## config.mk

```make
export PLATFORM = sky130hd
export DESIGN_NAME = pipe_match_feeder
export DESIGN_NICKNAME = d
export VERILOG_FILES = /design/src/rtl/pmd_pkg.sv /design/src/rtl/pmd_slot_ring.sv /design/src/rtl/pmd_pair_slot.sv /design/src/rtl/pipe_match_feeder.sv
export SDC_FILE = /design/constraint.sdc
export NUM_CORES = 1
export LEC_CHECK = 0
export BUFFER_PORTS_ARGS = -buffer_cell sky130_fd_sc_hd__buf_4
export CAP_MARGIN = 10
export CORE_MARGIN = 8
export CORE_UTILIZATION = 40
export DETAILED_ROUTE_END_ITERATION = 10
export GPL_TIMING_DRIVEN = 0
export HOLD_SLACK_MARGIN = 0.08
export SLEW_MARGIN = 15
export SYNTH_ARGS = -nofsm -noshare
export SYNTH_HDL_FRONTEND = slang
export SYNTH_SLANG_ARGS = --single-unit
```

## constraint.sdc

```tcl
create_clock -name clk -period 2.81 [get_ports clk]
set_clock_uncertainty 0.1 [all_clocks]
set_input_delay 0.281 -clock clk [delete_from_list [all_inputs] [get_ports clk]]
set_output_delay 0.281 -clock clk [all_outputs]
set_load 0.01 [all_outputs]
```

## src/rtl/pmd_pkg.sv

```systemverilog
package pmd_pkg;
  // index of the slot that follows s in a ring of k slots
  function automatic int unsigned slot_after(int unsigned s, int unsigned k);
    return (s + 1 >= k) ? 0 : s + 1;
  endfunction
endpackage

```

## src/rtl/pmd_slot_ring.sv

```systemverilog
module pmd_slot_ring
  import pmd_pkg::*;
#(
  parameter int K = 3
) (
  input  logic         clk,
  input  logic         rst_n,
  output logic [K-1:0] load_oh_o,
  output logic [K-1:0] fin_oh_o
);
  localparam int SW = (K > 1) ? $clog2(K) : 1;

  logic [SW-1:0] cur_q;
  logic [SW-1:0] nxt;

  always_comb nxt = SW'(slot_after(int'(cur_q), K));

  always_ff @(posedge clk or negedge rst_n) begin
    if (!rst_n) cur_q <= SW'(K - 1);
    else        cur_q <= nxt;
  end

  for (genvar k = 0; k < K; k++) begin : g_sel
    assign load_oh_o[k] = (cur_q == SW'(k));
    assign fin_oh_o[k]  = (nxt == SW'(k));
  end
endmodule

```

## src/rtl/pmd_pair_slot.sv

```systemverilog
module pmd_pair_slot #(
  parameter int K  = 3,
  parameter int CW = 4
) (
  input  logic          clk,
  input  logic          rst_n,
  input  logic          arr_i,
  input  logic          hit_req_i,
  input  logic [K-1:0]  fin_oh_i,
  output logic [K-1:0]  flags_o,
  output logic [CW-1:0] cnt_o,
  output logic          grant_o,
  output logic          ovf_o
);
  localparam logic [CW-1:0] CMAX = '1;

  logic [K-1:0]  flags_q, flags_d;
  logic [CW-1:0] cnt_q, cnt_d;
  logic          held, hit, keep, take, drop, accept;

  always_comb begin
    held   = |(flags_q & fin_oh_i);
    hit    = hit_req_i & held;
    keep   = held & ~hit;
    take   = (cnt_q != '0) & ~keep;
    drop   = arr_i & ~take & (cnt_q == CMAX);
    accept = arr_i & ~drop;
    for (int k = 0; k < K; k++)
      flags_d[k] = fin_oh_i[k] ? (keep | take) : flags_q[k];
    unique case ({accept, take})
      2'b10:   cnt_d = cnt_q + 1'b1;
      2'b01:   cnt_d = cnt_q - 1'b1;
      default: cnt_d = cnt_q;
    endcase
  end

  always_ff @(posedge clk or negedge rst_n) begin
    if (!rst_n) begin
      flags_q <= '0;
      cnt_q   <= '0;
      grant_o <= 1'b0;
      ovf_o   <= 1'b0;
    end else begin
      flags_q <= flags_d;
      cnt_q   <= cnt_d;
      grant_o <= hit;
      ovf_o   <= drop;
    end
  end

  assign flags_o = flags_q;
  assign cnt_o   = cnt_q;
endmodule

```

## src/rtl/pipe_match_feeder.sv

```systemverilog
module pipe_match_feeder #(
  parameter int N  = 4,
  parameter int K  = 3,
  parameter int CW = 4
) (
  input  logic            clk,
  input  logic            rst_n,
  input  logic [N*N-1:0]  arr_i,
  input  logic            match_vld_i,
  input  logic [N*N-1:0]  match_i,
  output logic [K-1:0]    load_sel_o,
  output logic [K-1:0]    fin_sel_o,
  output logic [K*N*N-1:0] flags_o,
  output logic [N*N*CW-1:0] cnt_o,
  output logic [N*N-1:0]  grant_o,
  output logic            grant_vld_o,
  output logic [N*N-1:0]  ovf_o
);
  localparam int NN = N * N;

  logic [K-1:0] fin_oh;

  pmd_slot_ring #(.K(K)) u_ring (
    .clk       (clk),
    .rst_n     (rst_n),
    .load_oh_o (load_sel_o),
    .fin_oh_o  (fin_oh)
  );
  assign fin_sel_o = fin_oh;

  for (genvar p = 0; p < NN; p++) begin : g_pair
    logic [K-1:0] fp;
    pmd_pair_slot #(.K(K), .CW(CW)) u_pair (
      .clk       (clk),
      .rst_n     (rst_n),
      .arr_i     (arr_i[p]),
      .hit_req_i (match_vld_i & match_i[p]),
      .fin_oh_i  (fin_oh),
      .flags_o   (fp),
      .cnt_o     (cnt_o[p*CW +: CW]),
      .grant_o   (grant_o[p]),
      .ovf_o     (ovf_o[p])
    );
    for (genvar k = 0; k < K; k++) begin : g_fl
      assign flags_o[k*NN + p] = fp[k];
    end
  end

  assign grant_vld_o = |grant_o;
endmodule

```

### Yosys cells after proc, flatten, opt, wreduce, memory -nomap -nowiden

Index checks and enable logic that the tools add are counted.

| operators by class | value |
|---|---|
| $add $sub $neg | 33 |
| order comparisons | 1 |
| eq/ne operators | 52 |
| muxes and demuxes | 17 |
| bitwise logic cells | 208 |
| reduce and logical (&&, ||, !) cells | 51 |

Operator list:

| kind | count |
|---|---|
| case mux 4 bit (2 select lines) | 16 |
| bitwise AND 1 bit | 112 |
| adder 4 x 1 -> 4 bit, second input constant | 16 |
| == test 4 bit, second input constant | 16 |
| inverter 1 bit | 64 |
| nonzero test 4 bit | 16 |
| subtractor 4 x 1 -> 4 bit, second input constant | 16 |
| bitwise AND 3 bit | 16 |
| OR reduction 3 bit | 16 |
| == test 2 x 1 -> 1 bit, second input constant | 18 |
| == test 2 bit, second input constant | 18 |
| nonzero test 2 bit | 16 |
| bitwise OR 1 bit | 16 |
| OR reduction 16 bit | 1 |
| logical NOT 2 bit | 2 |
| adder 2 x 1 -> 3 bit, second input constant | 1 |
| >= comparator 3 x 2 -> 1 bit, second input constant | 1 |
| 2-to-1 mux 2 bit | 1 |

| storage, ports and cells | value |
|---|---|
| bits in registers | 146 |
| input port bits | 35 |
| output and inout port bits | 151 |
| word-level logic and storage cells | 459 |

### Depth between registers and ports, before layout

| depth | value |
|---|---|
| depth in word-level cells | 18 |
| mapped depth | 11 |
| mapped depth without buffers | 9 |

### Modules after synthesis

Synthesis repeated with hierarchy kept, for this count alone.

| second synthesis, totals | value |
|---|---|
| cells, all modules | 718 |
| area total of the unflattened synthesis | 7614.8 µm² |

Modules (own cells, without submodules):

| module | instances | cells an instance | area an instance (µm²) | seq. area each (µm²) |
|---|---|---|---|---|
| pmd_pair_slot | 16 | 43 | 461.7 | 225.2 |
| pipe_match_feeder | 1 | 22 | 138.9 | 0.0 |
| pmd_slot_ring | 1 | 8 | 88.8 | 51.3 |

### Least setup slack after synthesis

No wires, ideal clock.

| path | value |
|---|---|
| path kind | flip-flop to flip-flop |
| from | register g_pair[13].u_pair.cnt_q[1] |
| to | register g_pair[13].u_pair.cnt_q[2] |
| setup time | 0.127 ns |
| data arrival time | 2.194 ns |
| data required time | 2.583 ns |
| slack | 0.389 ns |
| stages on the path, launching flop included | 10 |
| path buffers | 1 |
| period minus slack after synthesis | 2.421 ns |
| cells stage by stage | dfrtp_1 > buf_2 > or4_1 > nand2_4 > nor2_1 > xor2_1 > ha_1 > or3_1 > a2bb2oi_1 > xnor2_1 |

| on the way | value |
|---|---|
| longest elaborated chain between the ends | 9 |
| elaborated cells between the ends (all ways) | 14 |
| those cells by class | add/sub: 2; eq/ne: 3; mux: 1; bitwise: 6; reduce/logical: 2 |

RTL lines:

| what | line | text |
|---|---|---|
| start, declared | pmd_pair_slot.sv:18 | `logic [CW-1:0] cnt_q, cnt_d;` |
| start signal, assigned | pmd_pair_slot.sv:45 | `cnt_q <= cnt_d;` |
| nonzero test 4 bit | pmd_pair_slot.sv:25 | `take = (cnt_q != '0) & ~keep;` |
| bitwise AND 1 bit | pmd_pair_slot.sv:25 |  |
| inverter 1 bit | pmd_pair_slot.sv:26 | `drop = arr_i & ~take & (cnt_q == CMAX);` |
| bitwise AND 1 bit (2 in a row) | pmd_pair_slot.sv:26 |  |
| inverter 1 bit | pmd_pair_slot.sv:27 | `accept = arr_i & ~drop;` |
| bitwise AND 1 bit | pmd_pair_slot.sv:27 |  |
| == test 2 x 1 -> 1 bit / == test 2 bit (equally long branches) | pmd_pair_slot.sv:30 | `unique case ({accept, take})` |
| case mux 4 bit (2 select lines) / nonzero test 2 bit (equally long branches) | n/a |  |

Several ways; a longest one is shown, not always the timed one.
A chain may end at the register's enable or synchronous reset.

### Worst setup path in the final report

| path | value |
|---|---|
| from | register u_ring.cur_q[1] |
| to | register g_pair[15].u_pair.cnt_q[2] |

| on the way | value |
|---|---|
| longest elaborated chain between the ends | 18 |
| elaborated cells between the ends (all ways) | 22 |
| those cells by class | add/sub: 1; order compare: 1; eq/ne: 4; mux: 2; bitwise: 11; reduce/logical: 3 |

RTL lines:

| what | line | text |
|---|---|---|
| start, declared | pmd_slot_ring.sv:13 | `logic [SW-1:0] cur_q;` |
| start signal, assigned | pmd_slot_ring.sv:19 | `if (!rst_n) cur_q <= SW'(K - 1);` |
| start signal, assigned | pmd_slot_ring.sv:20 | `else cur_q <= nxt;` |
| adder 2 x 1 -> 3 bit * | pmd_pkg.sv:4 | `return (s + 1 >= k) ? 0 : s + 1;` |
| >= comparator 3 x 2 -> 1 bit | pmd_pkg.sv:4 |  |
| 2-to-1 mux 2 bit * | pmd_pkg.sv:4 |  |
| == test 2 x 1 -> 1 bit, or another cell as far along | pmd_slot_ring.sv:25 | `assign fin_oh_o[k] = (nxt == SW'(k));` |
| bitwise AND 3 bit * | pmd_pair_slot.sv:22 | `held = \|(flags_q & fin_oh_i);` |
| OR reduction 3 bit * | pmd_pair_slot.sv:22 |  |
| bitwise AND 1 bit | pmd_pair_slot.sv:23 | `hit = hit_req_i & held;` |
| inverter 1 bit | pmd_pair_slot.sv:24 | `keep = held & ~hit;` |
| bitwise AND 1 bit * | pmd_pair_slot.sv:24 |  |
| inverter 1 bit * | pmd_pair_slot.sv:25 |  |
| bitwise AND 1 bit * | pmd_pair_slot.sv:25 |  |
| inverter 1 bit | pmd_pair_slot.sv:26 |  |
| bitwise AND 1 bit (2 in a row) | pmd_pair_slot.sv:26 |  |
| inverter 1 bit | pmd_pair_slot.sv:27 |  |
| bitwise AND 1 bit | pmd_pair_slot.sv:27 |  |
| == test 2 x 1 -> 1 bit / == test 2 bit (equally long branches) | pmd_pair_slot.sv:30 |  |
| case mux 4 bit (2 select lines) / nonzero test 2 bit (equally long branches) | n/a |  |
| end signal, assigned | pmd_pair_slot.sv:45 |  |
| end, declared | pmd_pair_slot.sv:18 |  |

Mark *: on every way between the ends. The rest lies on a longest branch, timed or not.

==> results.md <==
Run status:
- The flow ran to the end, and the final reports show no timing, DRC or antenna violations.

Logic synthesis:
- The compound-cell area share of the yosys netlist was 0.181.
- The share of the Yosys chip area taken by registers is 0.444.
- The top-area cell type share of the netlist area is 0.441.
- After synthesis the netlist holds a flip-flop and latch count of approximately 150.
- Synthesis instantiated 46 different standard cells from the library.
- In this run the mean area of a mapped cell was a little over 10 sq um.
- The post-synthesis share of cell area spent on full adders, half adders and majority gates is 0.0243.
- The mapped netlist covers between 0.008 and 0.009 sq mm.
- The library cell occupying the most area in the post-synthesis netlist is sky130_fd_sc_hd__dfrtp_1.
- Of the post-synthesis cell area, the part taken by muxes is 0.0424.
- Of the total synthesized cell area, the portion taken by XOR and XNOR cells is 0.0554.
- After synthesis, the largest family of logic cells by area is simple AND/OR/NAND/NOR gates.
- Counting flops with a built-in enable in the synthesized netlist gives 0.
- The number of nets in the synthesized netlist is roughly 870.
- The cell count after synthesis came out at 816.
- The main flop type after synthesis is sky130_fd_sc_hd__dfrtp_1.
- During synthesis, Yosys emitted a total of 0 warnings.
- The share of flip-flops with an asynchronous set or reset is 1.00.
- The post-synthesis simple-gate area fraction is 0.184.
- By area the synthesized netlist is led by sky130_fd_sc_hd__dfrtp_1, sky130_fd_sc_hd__xnor2_1, sky130_fd_sc_hd__nand2_1, sky130_fd_sc_hd__o21ai_0, sky130_fd_sc_hd__buf_4.

Drt:
- The violation count after the first detailed-route iteration is between 300 and 400.
- The total number of vias is 6797.
- The wire length per cell is 18.1 um.
- The final layout contains routed wiring with a total length of ~24000 um.
- Using the TritonRoute via totals, the vias-per-cell ratio works out to 5.23.
- The number of iterations in the first detailed-routing pass is 4.
- The remaining design rule violation count is 0.
- The post-detailed-route count of antenna-violating nets is 0.

Floorplanning:
- The floorplan step defined a core boundary enclosing slightly above 0.02 sq mm.
- The vertical die dimension is 159 um.
- During I/O placement, the number of pins put on the boundary was about 190.
- The count of standard-cell rows is 52.
- The initial utilization of the core area, before any placement, comes to 0.407.
- The die area is 0.0254 sq mm.
- The horizontal extent of the die is ~160 um.

Global routing:
- The initial antenna violation count is 0.
- The number of global-route vias before repair is 6625.
- Entering global routing, the biggest net connects 87 pins.
- The wire length of the first global-routing pass is 37200 um.
- Summed over all layers, the global routing overflow is 0.
- The all-layer global routing usage is 0.182.

Power and ir drop:
- The power density over the cells is ~840 mW/mm^2.
- IR analysis of the VDD net gives a maximum drop of ~0.42 mV.
- The reported leakage power is 4.72 nW.

Cells and area:
- 0 antenna diodes ended up in the layout.
- Registers take approximately 0.0037 sq mm.
- The area added between synthesis and finish is 29.4%.
- Counting the fill cells in the layout gives 1863.
- Leaving out filler cells and counting taps, the final layout contains 1300.
- Measured on the finished design, the core utilization comes to 0.526.
- The final standard cell area without fillers is about 0.011 sq mm.
- The net count of the finished layout is roughly 1100.
- The area of combinational cells with multiple inputs is between 0.004 and 0.005 sq mm.
- The share of post-route cells with drive strength above 1 is 0.310.

Critical path:
- The required time of the critical path is roughly 3 ns.
- The critical path runs through a total of 10 cells.
- The slowest stage of the critical path belongs to the cell sky130_fd_sc_hd__dfstp_2.
- The worst register-to-register path has a depth of 10.
- The internal reg-to-reg setup slack is 0.14 ns.
- Data on the critical path arrives at its endpoint at approximately 2.9 ns.
- The critical path's largest stage delay is about 0.62 ns.
- The end of the critical path is g_pair[15].u_pair.cnt_o[2]$_DFFE_PN0P_.
- The endpoint identified for the worst register-to-register timing path is g_pair[15].u_pair.cnt_o[2]$_DFFE_PN0P_.
- The critical path goes through buf_4 > buf_8 > o211ai_2 > nand2_2 > nor2_1 > xor2_1 > ha_1 > or3_1 > a2bb2oi_1 > xnor2_1.
- The kind of start point of the critical path is a flop.
- The family with the most delay on the worst path is flip-flops.
- The category of the critical setup timing path is reg -> reg.
- The number of buffers and inverters on the critical path is 2.
- Of all nets on the critical path, the largest fanout is 10.
- The reg-to-reg critical path startpoint is u_ring.cur_q[1]$_DFF_PN1_.
- The worst setup path is captured at a flop.
- In this run the worst setup path begins at u_ring.cur_q[1]$_DFF_PN1_.

Clocking:
- The number of buffers added by the clock tree synthesis step is 17.
- Clock-pin slew was measured on the worst setup and hold paths at ~0.060 ns.
- The maximum root-to-sink buffer count is 2.
- The tree built by TritonCTS fans out to between 100 and 150 sinks.
- The CTS tree is built.
- The later pin in the worst-skew pair is clocked with a latency of roughly 0.43 ns.
- The root buffer cell chosen for the clock tree is sky130_fd_sc_hd__clkbuf_16.
- The total number of H-tree levels is 4.
- The post-CTS setup repair buffer count is 0.

Placement:
- The count of input and output buffers is roughly 170.
- In this run, placement finished with an instance count of ~1300.
- The area after detailed placement is 0.00989 sq mm.
- The routability-driven placement congestion ratio is slightly above 0.8.
- The HPWL reported at the end of detailed placement is 16700 um.

STA:
- The setup TNS after final layout is 0 ns.
- Timing would allow up to 375 MHz.
- The final cycle utilization of the critical path is 0.949.
- Setup repair after global routing left no endpoint under its margin.
- The clock period minus worst slack is approximately 2.7 ns.
- Setup violations remaining at the end of the flow were counted as 0.
- For the pin with the worst max-slew slack, the measured transition is 0.747 ns.
- The normalized max-slew margin is 0.502.
- The count of endpoints failing hold in the final timing report is 0.
- The number of pins exceeding their max-slew limit in the final report is 0.

Min path:
- The path class of the tightest hold or removal check is in -> reg.

Run:
- Max-cap violations in this run came to 0.
worst min path at each step:
stage                                             start                                        to  slack (ns)  depth (start not counted)
2_1_floorplan                                     rst_n     g_pair[0].u_pair.cnt_o[0]$_DFFE_PN0P_       -0.11                          0
3_3_place_gp   g_pair[15].u_pair.flags_o[2]$_DFFE_PN0N_  g_pair[15].u_pair.flags_o[2]$_DFFE_PN0N_        0.38                          2
3_5_place_dp                                      rst_n     g_pair[0].u_pair.cnt_o[2]$_DFFE_PN0P_        0.24                          1
4_1_cts                                        arr_i[9]          g_pair[9].u_pair.ovf_o$_DFF_PN0_        0.08                          3
5_1_grt                                      match_i[0]        g_pair[0].u_pair.grant_o$_DFF_PN0_        0.10                          3
6_report                                    match_i[14]       g_pair[14].u_pair.grant_o$_DFF_PN0_        0.08                          3
cells in the mapped netlist, types with 17 or more instances:
| cell type | n |
|---|---|
| sky130_fd_sc_hd__dfrtp_1 | 145 |
| sky130_fd_sc_hd__nand2_1 | 76 |
| sky130_fd_sc_hd__nor2_1 | 68 |
| sky130_fd_sc_hd__o21ai_0 | 56 |
| sky130_fd_sc_hd__a21oi_1 | 36 |
| sky130_fd_sc_hd__xnor2_1 | 35 |
| sky130_fd_sc_hd__buf_4 | 34 |
| sky130_fd_sc_hd__clkbuf_1 | 34 |
| sky130_fd_sc_hd__inv_1 | 28 |
| sky130_fd_sc_hd__nand2b_1 | 17 |
| sky130_fd_sc_hd__nand4_1 | 17 |
| sky130_fd_sc_hd__xor2_1 | 17 |
cell type report:
cell class / count / share of cell area
timing repair buffer: 183 / 0.134
clock inverter: 8 / 0.0141
buffer: 78 / 0.0444
inverter: 28 / 0.00987
multi-input combinational: 564 / 0.377
sequential: 146 / 0.343
tap: 270 / 0.0317
clock buffer: 23 / 0.0458
cell usage in the layout, fill, tap and decap left out, types with 9 or more instances in the layout:
cell type                       Yosys  routed
sky130_fd_sc_hd__a211oi_2           9       9
sky130_fd_sc_hd__o211ai_4           9       9
sky130_fd_sc_hd__o41ai_1           12      12
sky130_fd_sc_hd__inv_1             28      28
sky130_fd_sc_hd__ha_1              16      16
sky130_fd_sc_hd__o21bai_1          12      12
sky130_fd_sc_hd__nand2_1           76      76
sky130_fd_sc_hd__nand4_1           17      17
sky130_fd_sc_hd__nor3_1            12      12
sky130_fd_sc_hd__nand2b_1          17      17
sky130_fd_sc_hd__nand2_4            9       9
sky130_fd_sc_hd__a2bb2oi_1         12      12
sky130_fd_sc_hd__a41oi_1           16      16
sky130_fd_sc_hd__mux2i_1           12      12
sky130_fd_sc_hd__a21oi_1           36      36
sky130_fd_sc_hd__clkbuf_1          34      34
sky130_fd_sc_hd__o21ai_0           56      56
sky130_fd_sc_hd__or4_1             12      12
sky130_fd_sc_hd__dlygate4sd3_1      0      10
sky130_fd_sc_hd__xor2_1            17      17
sky130_fd_sc_hd__and4b_4            9       9
sky130_fd_sc_hd__mux2_4            13      13
sky130_fd_sc_hd__buf_4             34     204
sky130_fd_sc_hd__or3_1             12      12
sky130_fd_sc_hd__nor2_1            68      68
sky130_fd_sc_hd__clkbuf_16          0      17
sky130_fd_sc_hd__xnor2_1           35      35
sky130_fd_sc_hd__dfrtp_1          145     145
sky130_fd_sc_hd__nor2b_1           16      16
cells by family after synthesis:
kind of cell,count (synthesis)
adders and majority gates,16
DFF,146
xor gates and xnor gates,52
and+or+nand+nor,272
buffers and inverters,106
AOI/OAI and AO/OA,196
muxes,28
metal layers:
layer,global-route usage,share of wire,up-vias
li1,-,-,3290
met1,0.240,0.47,3318
met2,0.287,0.46,166
met3,0.0483,0.058,23
met4,0.0570,0.015,0
met5,0,0,-
metrics by stage:
step	total power, mW	hold WS [ns]	setup WS (ns)
after CTS	9.03	0.0801	0.00152
final	8.94	0.0849	0.143
after floorplan	5.24	-0.115	0.389
after global routing	9.54	0.104	0.00497
after detailed placement	6.51	0.245	-0.0749
after global placement	6.47	0.384	-0.0690
report_power, final:
part           total [mW]  internal, mW  switching, mW  leakage (nW)
clock network        2.48          1.58          0.901         0.309
registers            3.18          2.58          0.595          1.59
logic                3.28          1.74           1.54          2.82
tightest hold or removal path, cell delays in order:
cell	delay [ns]
sky130_fd_sc_hd__buf_4	0.09
sky130_fd_sc_hd__nand2_1	0.09
sky130_fd_sc_hd__nor2_1	0.11
sequential cells by signal, indices dropped and copies added, names as in the netlist:
register,cells
u_ring.cur_q,2
g_pair.u_pair.grant_o,16
g_pair.u_pair.cnt_o,64
g_pair.u_pair.flags_o,48
g_pair.u_pair.ovf_o,16
timing repair:
item | CTS | global route
cloned | 0 | 0
hold buffers | 10 | 0
setup endpoints to repair | 4 | 17
gates resized for setup | 2 | 7
hold endpoints to repair | 94 | 0
No activity file was read; power rests on OpenSTA's default activity.
